`src/rtl/bitmanip_pkg.sv`:
```
`timescale 1ns/1ps
package bitmanip_pkg;
   localparam int OP_W = 5;

   typedef enum logic [OP_W-1:0] {
      OP_ANDN  = 5'd0,
      OP_ORN   = 5'd1,
      OP_XNOR  = 5'd2,
      OP_SH1   = 5'd3,
      OP_SH2   = 5'd4,
      OP_SH3   = 5'd5,
      OP_MIN   = 5'd6,
      OP_MINU  = 5'd7,
      OP_MAX   = 5'd8,
      OP_MAXU  = 5'd9,
      OP_SEXTB = 5'd10,
      OP_SEXTH = 5'd11,
      OP_ZEXTH = 5'd12,
      OP_ROL   = 5'd13,
      OP_ROR   = 5'd14,
      OP_ORCB  = 5'd15,
      OP_REV8  = 5'd16,
      OP_BCLR  = 5'd17,
      OP_BEXT  = 5'd18,
      OP_BINV  = 5'd19,
      OP_BSET  = 5'd20
   } bm_op_e;

   typedef enum logic [1:0] {
      GRP_NONE  = 2'd0,
      GRP_LOGIC = 2'd1,
      GRP_ARITH = 2'd2,
      GRP_ROTB  = 2'd3
   } bm_grp_e;

   function automatic bm_grp_e group_of(logic [OP_W-1:0] op);
      case (op)
         OP_ANDN, OP_ORN, OP_XNOR, OP_SEXTB, OP_SEXTH, OP_ZEXTH,
         OP_ORCB, OP_REV8:                      return GRP_LOGIC;
         OP_SH1, OP_SH2, OP_SH3, OP_MIN, OP_MINU,
         OP_MAX, OP_MAXU:                       return GRP_ARITH;
         OP_ROL, OP_ROR, OP_BCLR, OP_BEXT,
         OP_BINV, OP_BSET:                      return GRP_ROTB;
         default:                               return GRP_NONE;
      endcase
   endfunction
endpackage

```
`src/rtl/bitmanip_logic_unit.sv`:
```
`timescale 1ns/1ps
module bitmanip_logic_unit
   import bitmanip_pkg::*;
#(
   parameter int XLEN = 32
) (
   input  logic [OP_W-1:0] op,
   input  logic [XLEN-1:0] a,
   input  logic [XLEN-1:0] b,
   output logic [XLEN-1:0] res
);
   localparam int NBYTES = XLEN / 8;

   logic [XLEN-1:0] orc_v;
   logic [XLEN-1:0] rev_v;

   for (genvar g = 0; g < NBYTES; g++) begin : g_byte
      assign orc_v[8*g +: 8] = {8{|a[8*g +: 8]}};
      assign rev_v[8*g +: 8] = a[8*(NBYTES-1-g) +: 8];
   end

   always_comb begin
      case (op)
         OP_ANDN:  res = a & ~b;
         OP_ORN:   res = a | ~b;
         OP_XNOR:  res = ~(a ^ b);
         OP_SEXTB: res = {{(XLEN-8){a[7]}}, a[7:0]};
         OP_SEXTH: res = {{(XLEN-16){a[15]}}, a[15:0]};
         OP_ZEXTH: res = {{(XLEN-16){1'b0}}, a[15:0]};
         OP_ORCB:  res = orc_v;
         OP_REV8:  res = rev_v;
         default:  res = '0;
      endcase
   end

   always_comb begin
      if (op == OP_SEXTB)
         assert_sextb_top_R4: assert (res[XLEN-1] == res[7] && res[7:0] == a[7:0]);
      if (op == OP_ZEXTH)
         assert_zexth_clear_R4: assert (res[XLEN-1:16] == '0 && res[15:0] == a[15:0]);
      if (op == OP_REV8)
         assert_rev_popcount_R7: assert ($countones(res) == $countones(a));
      if (op == OP_XNOR)
         assert_xnor_disjoint_R1: assert ((res & (a ^ b)) == '0);
      if (op == OP_ORCB)
         for (int k = 0; k < NBYTES; k++)
            assert_orcb_byte_R6: assert (res[8*k +: 8] == 8'h00 || res[8*k +: 8] == 8'hFF);
   end
endmodule

```
`src/rtl/bitmanip_arith_unit.sv`:
```
`timescale 1ns/1ps
module bitmanip_arith_unit
   import bitmanip_pkg::*;
#(
   parameter int XLEN = 32
) (
   input  logic [OP_W-1:0] op,
   input  logic [XLEN-1:0] a,
   input  logic [XLEN-1:0] b,
   output logic [XLEN-1:0] res
);
   logic [1:0]      sh_amt;
   logic [XLEN-1:0] shifted;
   logic [XLEN-1:0] sum;
   logic            lt_u;
   logic            lt_s;

   always_comb begin
      case (op)
         OP_SH1:  sh_amt = 2'd1;
         OP_SH2:  sh_amt = 2'd2;
         default: sh_amt = 2'd3;
      endcase
   end

   assign shifted = a << sh_amt;
   assign sum     = b + shifted;
   assign lt_u    = a < b;
   assign lt_s    = (a[XLEN-1] != b[XLEN-1]) ? a[XLEN-1] : lt_u;

   always_comb begin
      case (op)
         OP_SH1, OP_SH2, OP_SH3: res = sum;
         OP_MIN:  res = lt_s ? a : b;
         OP_MINU: res = lt_u ? a : b;
         OP_MAX:  res = lt_s ? b : a;
         OP_MAXU: res = lt_u ? b : a;
         default: res = '0;
      endcase
   end

   always_comb begin
      if (op inside {OP_MIN, OP_MINU, OP_MAX, OP_MAXU})
         assert_pick_whole_R3: assert (res == a || res == b);
      if (op == OP_MAXU)
         assert_maxu_bound_R3: assert (res >= a && res >= b);
      if (op == OP_MIN)
         assert_min_bound_R3: assert ($signed(res) <= $signed(a) && $signed(res) <= $signed(b));
      if (op == OP_SH1)
         assert_sh1_diff_R2: assert (res - b == {a[XLEN-2:0], 1'b0});
   end
endmodule

```
`src/rtl/bitmanip_rotbit_unit.sv`:
```
`timescale 1ns/1ps
module bitmanip_rotbit_unit
   import bitmanip_pkg::*;
#(
   parameter int XLEN = 32,
   localparam int IDXW = $clog2(XLEN)
) (
   input  logic [OP_W-1:0] op,
   input  logic [XLEN-1:0] a,
   input  logic [IDXW-1:0] idx,
   output logic [XLEN-1:0] res
);
   logic [IDXW-1:0] left_amt;
   logic [XLEN-1:0] stage [IDXW+1];
   logic [XLEN-1:0] onehot;

   // right rotation by s equals left rotation by (XLEN - s) mod XLEN
   assign left_amt = (op == OP_ROR) ? (IDXW'(0) - idx) : idx;
   assign stage[0] = a;

   for (genvar k = 0; k < IDXW; k++) begin : g_rot
      localparam int D = 2 ** k;
      assign stage[k+1] = left_amt[k]
                        ? {stage[k][XLEN-1-D:0], stage[k][XLEN-1 -: D]}
                        : stage[k];
   end

   for (genvar i = 0; i < XLEN; i++) begin : g_dec
      assign onehot[i] = (idx == IDXW'(i));
   end

   always_comb begin
      case (op)
         OP_ROL, OP_ROR: res = stage[IDXW];
         OP_BCLR: res = a & ~onehot;
         OP_BINV: res = a ^ onehot;
         OP_BSET: res = a | onehot;
         OP_BEXT: res = {{(XLEN-1){1'b0}}, |(a & onehot)};
         default: res = '0;
      endcase
   end

   always_comb begin
      if (op == OP_ROL || op == OP_ROR) begin
         assert_rot_popcount_R5: assert ($countones(res) == $countones(a));
         if (idx == '0)
            assert_rot_zero_R5: assert (res == a);
      end
      if (op == OP_BSET)
         assert_bset_bit_R8: assert (res[idx] == 1'b1);
      if (op == OP_BCLR)
         assert_bclr_bit_R8: assert (res[idx] == 1'b0);
      if (op == OP_BEXT)
         assert_bext_shape_R8: assert (res[XLEN-1:1] == '0 && res[0] == a[idx]);
      if (op inside {OP_BCLR, OP_BINV, OP_BSET})
         assert_single_bit_R8: assert ($countones(res ^ a) <= 1);
   end
endmodule

```
`src/rtl/bitmanip_alu.sv`:
```
`timescale 1ns/1ps
module bitmanip_alu
   import bitmanip_pkg::*;
#(
   parameter int XLEN = 32
) (
   input  logic [4:0]      op_sel,
   input  logic [XLEN-1:0] src_a,
   input  logic [XLEN-1:0] src_b,
   output logic [XLEN-1:0] result
);
   localparam int IDXW = $clog2(XLEN);

   if (XLEN < 16 || (XLEN % 8) != 0 || (XLEN & (XLEN - 1)) != 0) begin : g_bad_xlen
      $error("bitmanip_alu: XLEN must be a power of two of at least 16");
   end

   logic [XLEN-1:0] res_logic;
   logic [XLEN-1:0] res_arith;
   logic [XLEN-1:0] res_rotb;
   bm_grp_e         grp;

   assign grp = group_of(op_sel);

   bitmanip_logic_unit #(.XLEN(XLEN)) u_logic (
      .op  (op_sel),
      .a   (src_a),
      .b   (src_b),
      .res (res_logic)
   );

   bitmanip_arith_unit #(.XLEN(XLEN)) u_arith (
      .op  (op_sel),
      .a   (src_a),
      .b   (src_b),
      .res (res_arith)
   );

   // only the low index bits of src_b reach the rotate/bit unit
   bitmanip_rotbit_unit #(.XLEN(XLEN)) u_rotb (
      .op  (op_sel),
      .a   (src_a),
      .idx (src_b[IDXW-1:0]),
      .res (res_rotb)
   );

   always_comb begin
      case (grp)
         GRP_LOGIC: result = res_logic;
         GRP_ARITH: result = res_arith;
         GRP_ROTB:  result = res_rotb;
         default:   result = '0;
      endcase
   end

   always_comb begin
      if (op_sel > 5'd20)
         assert_unused_zero_R10: assert (result == '0);
      if (grp != GRP_LOGIC)
         assert_logic_idle_R11: assert (res_logic == '0);
      if (grp != GRP_ROTB)
         assert_rotb_idle_R11: assert (res_rotb == '0);
   end
endmodule

```
`config.mk`:
```
export PLATFORM = sky130hd
export DESIGN_NAME = bitmanip_alu
export DESIGN_NICKNAME = d
export VERILOG_FILES = /design/src/rtl/bitmanip_pkg.sv /design/src/rtl/bitmanip_logic_unit.sv /design/src/rtl/bitmanip_arith_unit.sv /design/src/rtl/bitmanip_rotbit_unit.sv /design/src/rtl/bitmanip_alu.sv
export SDC_FILE = /design/constraint.sdc
export NUM_CORES = 1
export LEC_CHECK = 0
export BUFFER_PORTS_ARGS = -buffer_cell sky130_fd_sc_hd__buf_2
export CAP_MARGIN = 20
export CORE_ASPECT_RATIO = 0.9
export CORE_MARGIN = 5
export CORE_UTILIZATION = 60
export DETAILED_ROUTE_END_ITERATION = 7
export PLACE_DENSITY = 0.81
export SKIP_LAST_GASP = 1
export SYNTH_ARGS = -nofsm -noshare
export SYNTH_HDL_FRONTEND = slang
export SYNTH_SLANG_ARGS = --single-unit
```
`constraint.sdc`:
```
create_clock -name vclk -period 5
set_clock_uncertainty 0.1 [all_clocks]
set_input_delay 0.25 -clock vclk [all_inputs]
set_output_delay 0.25 -clock vclk [all_outputs]
set_load 0.05 [all_outputs]
```
==> flow_metrics.py <==
metrics = {
    "outcome": {
        "outcome": "complete, no violations",
    },
    "logic_synthesis": {
        "synthesis.area_sq_um": 10400,
        "yosys_warnings": 0,
        "syn_area_per_cell_sq_um": 7.22,
        "seq_area_frac_synth_pct": 0,
        "syn-num-nets": 1714,
        "yosysUniqueCellTypes": 81,
        "syn_inst": 1436,
    },
    "critical_path": {
        "required_ps": 4650,
        "start_kind": "input pin",
        "arrival_ps": 4480,
        "critPathMaxStageDelay_ps": 390,
        "critPathTopFamily": "compound AO/OA/AOI/OAI gates",
        "path_buf_inv": 5,
        "crit_chain": "buf_2, ha_1, buf_4, nand2b_1, nor3_2, buf_12, mux2i_1, ha_1, o21a_1, o211ai_1, a31oi_1, o21a_1, a2111oi_1, buf_4, nor2_1, o41ai_2, mux2_2, o2111ai_2, buf_6",
        "worstSetupPathType": "input pin to output pin",
        "crit_fanout": 19,
        "end_kind": "output pin",
        "cpMaxStageDelayCell": "mux2_2",
    },
    "finish": {
        "final_common_cell": "ha_1",
        "final_cell_mix": "ha_1, nor2_1, inv_1, buf_2, a21oi_1",
        "area_delta_synth_final_pct": 10.8,
        "drive_gt1_share_pct": 16.5,
        "clkbuf_count": 0,
        "finalNetCount": 1782,
        "n_sequential_cell": 0,
        "seq_area_sq_um": 0,
        "fin_cells": 1739,
        "finish.instance_area_sq_um": 11500,
    },
    "detailed_routing": {
        "via_per_inst": 7.45,
        "wire_per_inst_um": 28.5,
        "ant_nets": 0,
        "drtIter0Drc": 2266,
        "routed_wl_um": 49600,
        "vias": 13000,
        "dr.pass1.iters": 6,
        "drc": 0,
    },
    "sta": {
        "period_needed_ps": 4830,
        "setup_viol": 0,
        "drv_slew": 0,
        "setup_ws_ps": 168,
        "fmax_mhz": 207,
        "tightestPinTransition_ps": 979,
        "hold_viol_final": 0,
        "fin_crit_sh_pct": 96.6,
        "slew_headroom_pct": 34.7,
    },
    "placement": {
        "placed_area_sq_um": 11400,
        "dp_worst_setup_slack_ps": 131,
        "place.gp.congestion": 1.21,
        "dp.cells": 1735,
        "portBuffers": 101,
        "hpwl_um": 38500,
    },
    "clocking": {
        "cts_setup_buffers": 0,
    },
    "floorplanning": {
        "die_w_um": 149,
        "core_sq_um": 16900,
        "die_h_um": 135,
        "die-area_sq_um": 20000,
        "start_util_pct": 61.2,
        "rows": 45,
        "io_pins": 101,
    },
    "grt": {
        "top_usage_layer": "met2",
        "grtUsageMet1_pct": 63.1,
        "grt-ovfl-total": 0,
        "use_met3_pct": 18.7,
        "grt_pass1_wl_um": 72900,
        "met2_usage_pct": 66.6,
        "grt_start_max_net_pins": 51,
        "grt_pass1_vias": 11800,
        "antenna_found_initial": 2,
        "grt.total_usage_pct": 47.0,
    },
    "run": {
        "max_cap_violations": 0,
    },
    "min_path": {
        "hold_path.class": "input pin to output pin",
    },
}
[metrics by stage]
step / setup TNS (ps) / hold WS [ps] / util [%]
final: 0 / 871 / 67.8
after global routing: -38.8 / 901 / 67.8
after CTS: 0 / 856 / 67.1
after detailed placement: 0 / 855 / 67.1
after global placement: 0 / 840 / 67.1
after floorplan: 0 / 657 / -
[path summary, 6_finish.rpt]
path      start    endpoint  slack (ps)  depth (start not counted)
min   src_b[11]  result[11]         870                          4
max   op_sel[1]  result[30]         170                         19
[cells by family (layout without fill, tap and decap cells)]
family | Yosys count | count (layout) | share of synthesized area (%)
other | 1 | 3 | 0.0362
multiplexers | 121 | 121 | 13.0
AND/OR/NAND/NOR | 368 | 368 | 17.3
adder cells (fa/ha/maj) | 209 | 209 | 25.3
buffers and inverters | 223 | 289 | 8.69
XOR/XNOR | 31 | 31 | 2.69
AO/OA/AOI/OAI | 483 | 483 | 33.1
[synth_stat cells, drive strengths merged (5+ instances only)]
library cell,instances,area share [%]
ha,208,25
nor2,118,4.3
a21oi,106,5.1
inv,103,3.7
mux2i,97,9.5
nand2,87,3.1
clkbuf,80,2.9
a221oi,65,5.7
o21ai,61,2.9
nand3,44,2.1
a211oi,43,3.2
a22oi,40,2.9
buf,39,2.0
o22ai,29,1.7
nor4,24,1.5
a221o,18,1.7
xnor2,17,1.5
mux2,16,1.7
a21o,15,1.1
and3,15,0.90
nor2b,15,0.90
nor3,15,0.72
o211ai,14,1.0
xor2,14,1.2
o221ai,13,1.1
nand2b,9,0.54
nor3b,9,0.65
o21a,9,0.65
a31oi,8,0.54
and2,8,0.48
mux4,8,1.8
nand4,7,0.42
o32ai,7,0.59
a2111oi,6,0.51
a211o,6,0.51
a2bb2oi,6,0.51
and4,5,0.42
o22a,5,0.42
o31ai,5,0.36
[layer usage]
metal / vias up / part of all wire, %
met5: - / 0.038
met4: 2 / 6.5
met3: 270 / 19
met2: 1203 / 38
met1: 5897 / 37
li1: 5584 / -
[area by class of cell]
class / instances / area, sq um
Antenna cell: 2 / 5.00
Timing Repair Buffer: 185 / 1230
Multi-Input combinational cell: 1213 / 9580
Inverter: 104 / 390
Tap cell: 235 / 294
Fill cell: 1505 / 5450
[what timing repair did]
action / 4_1_cts / 5_1_grt
hold buffers: 0 / 0
setup endpoints to repair: 0 / 2
resized for setup: 0 / 20
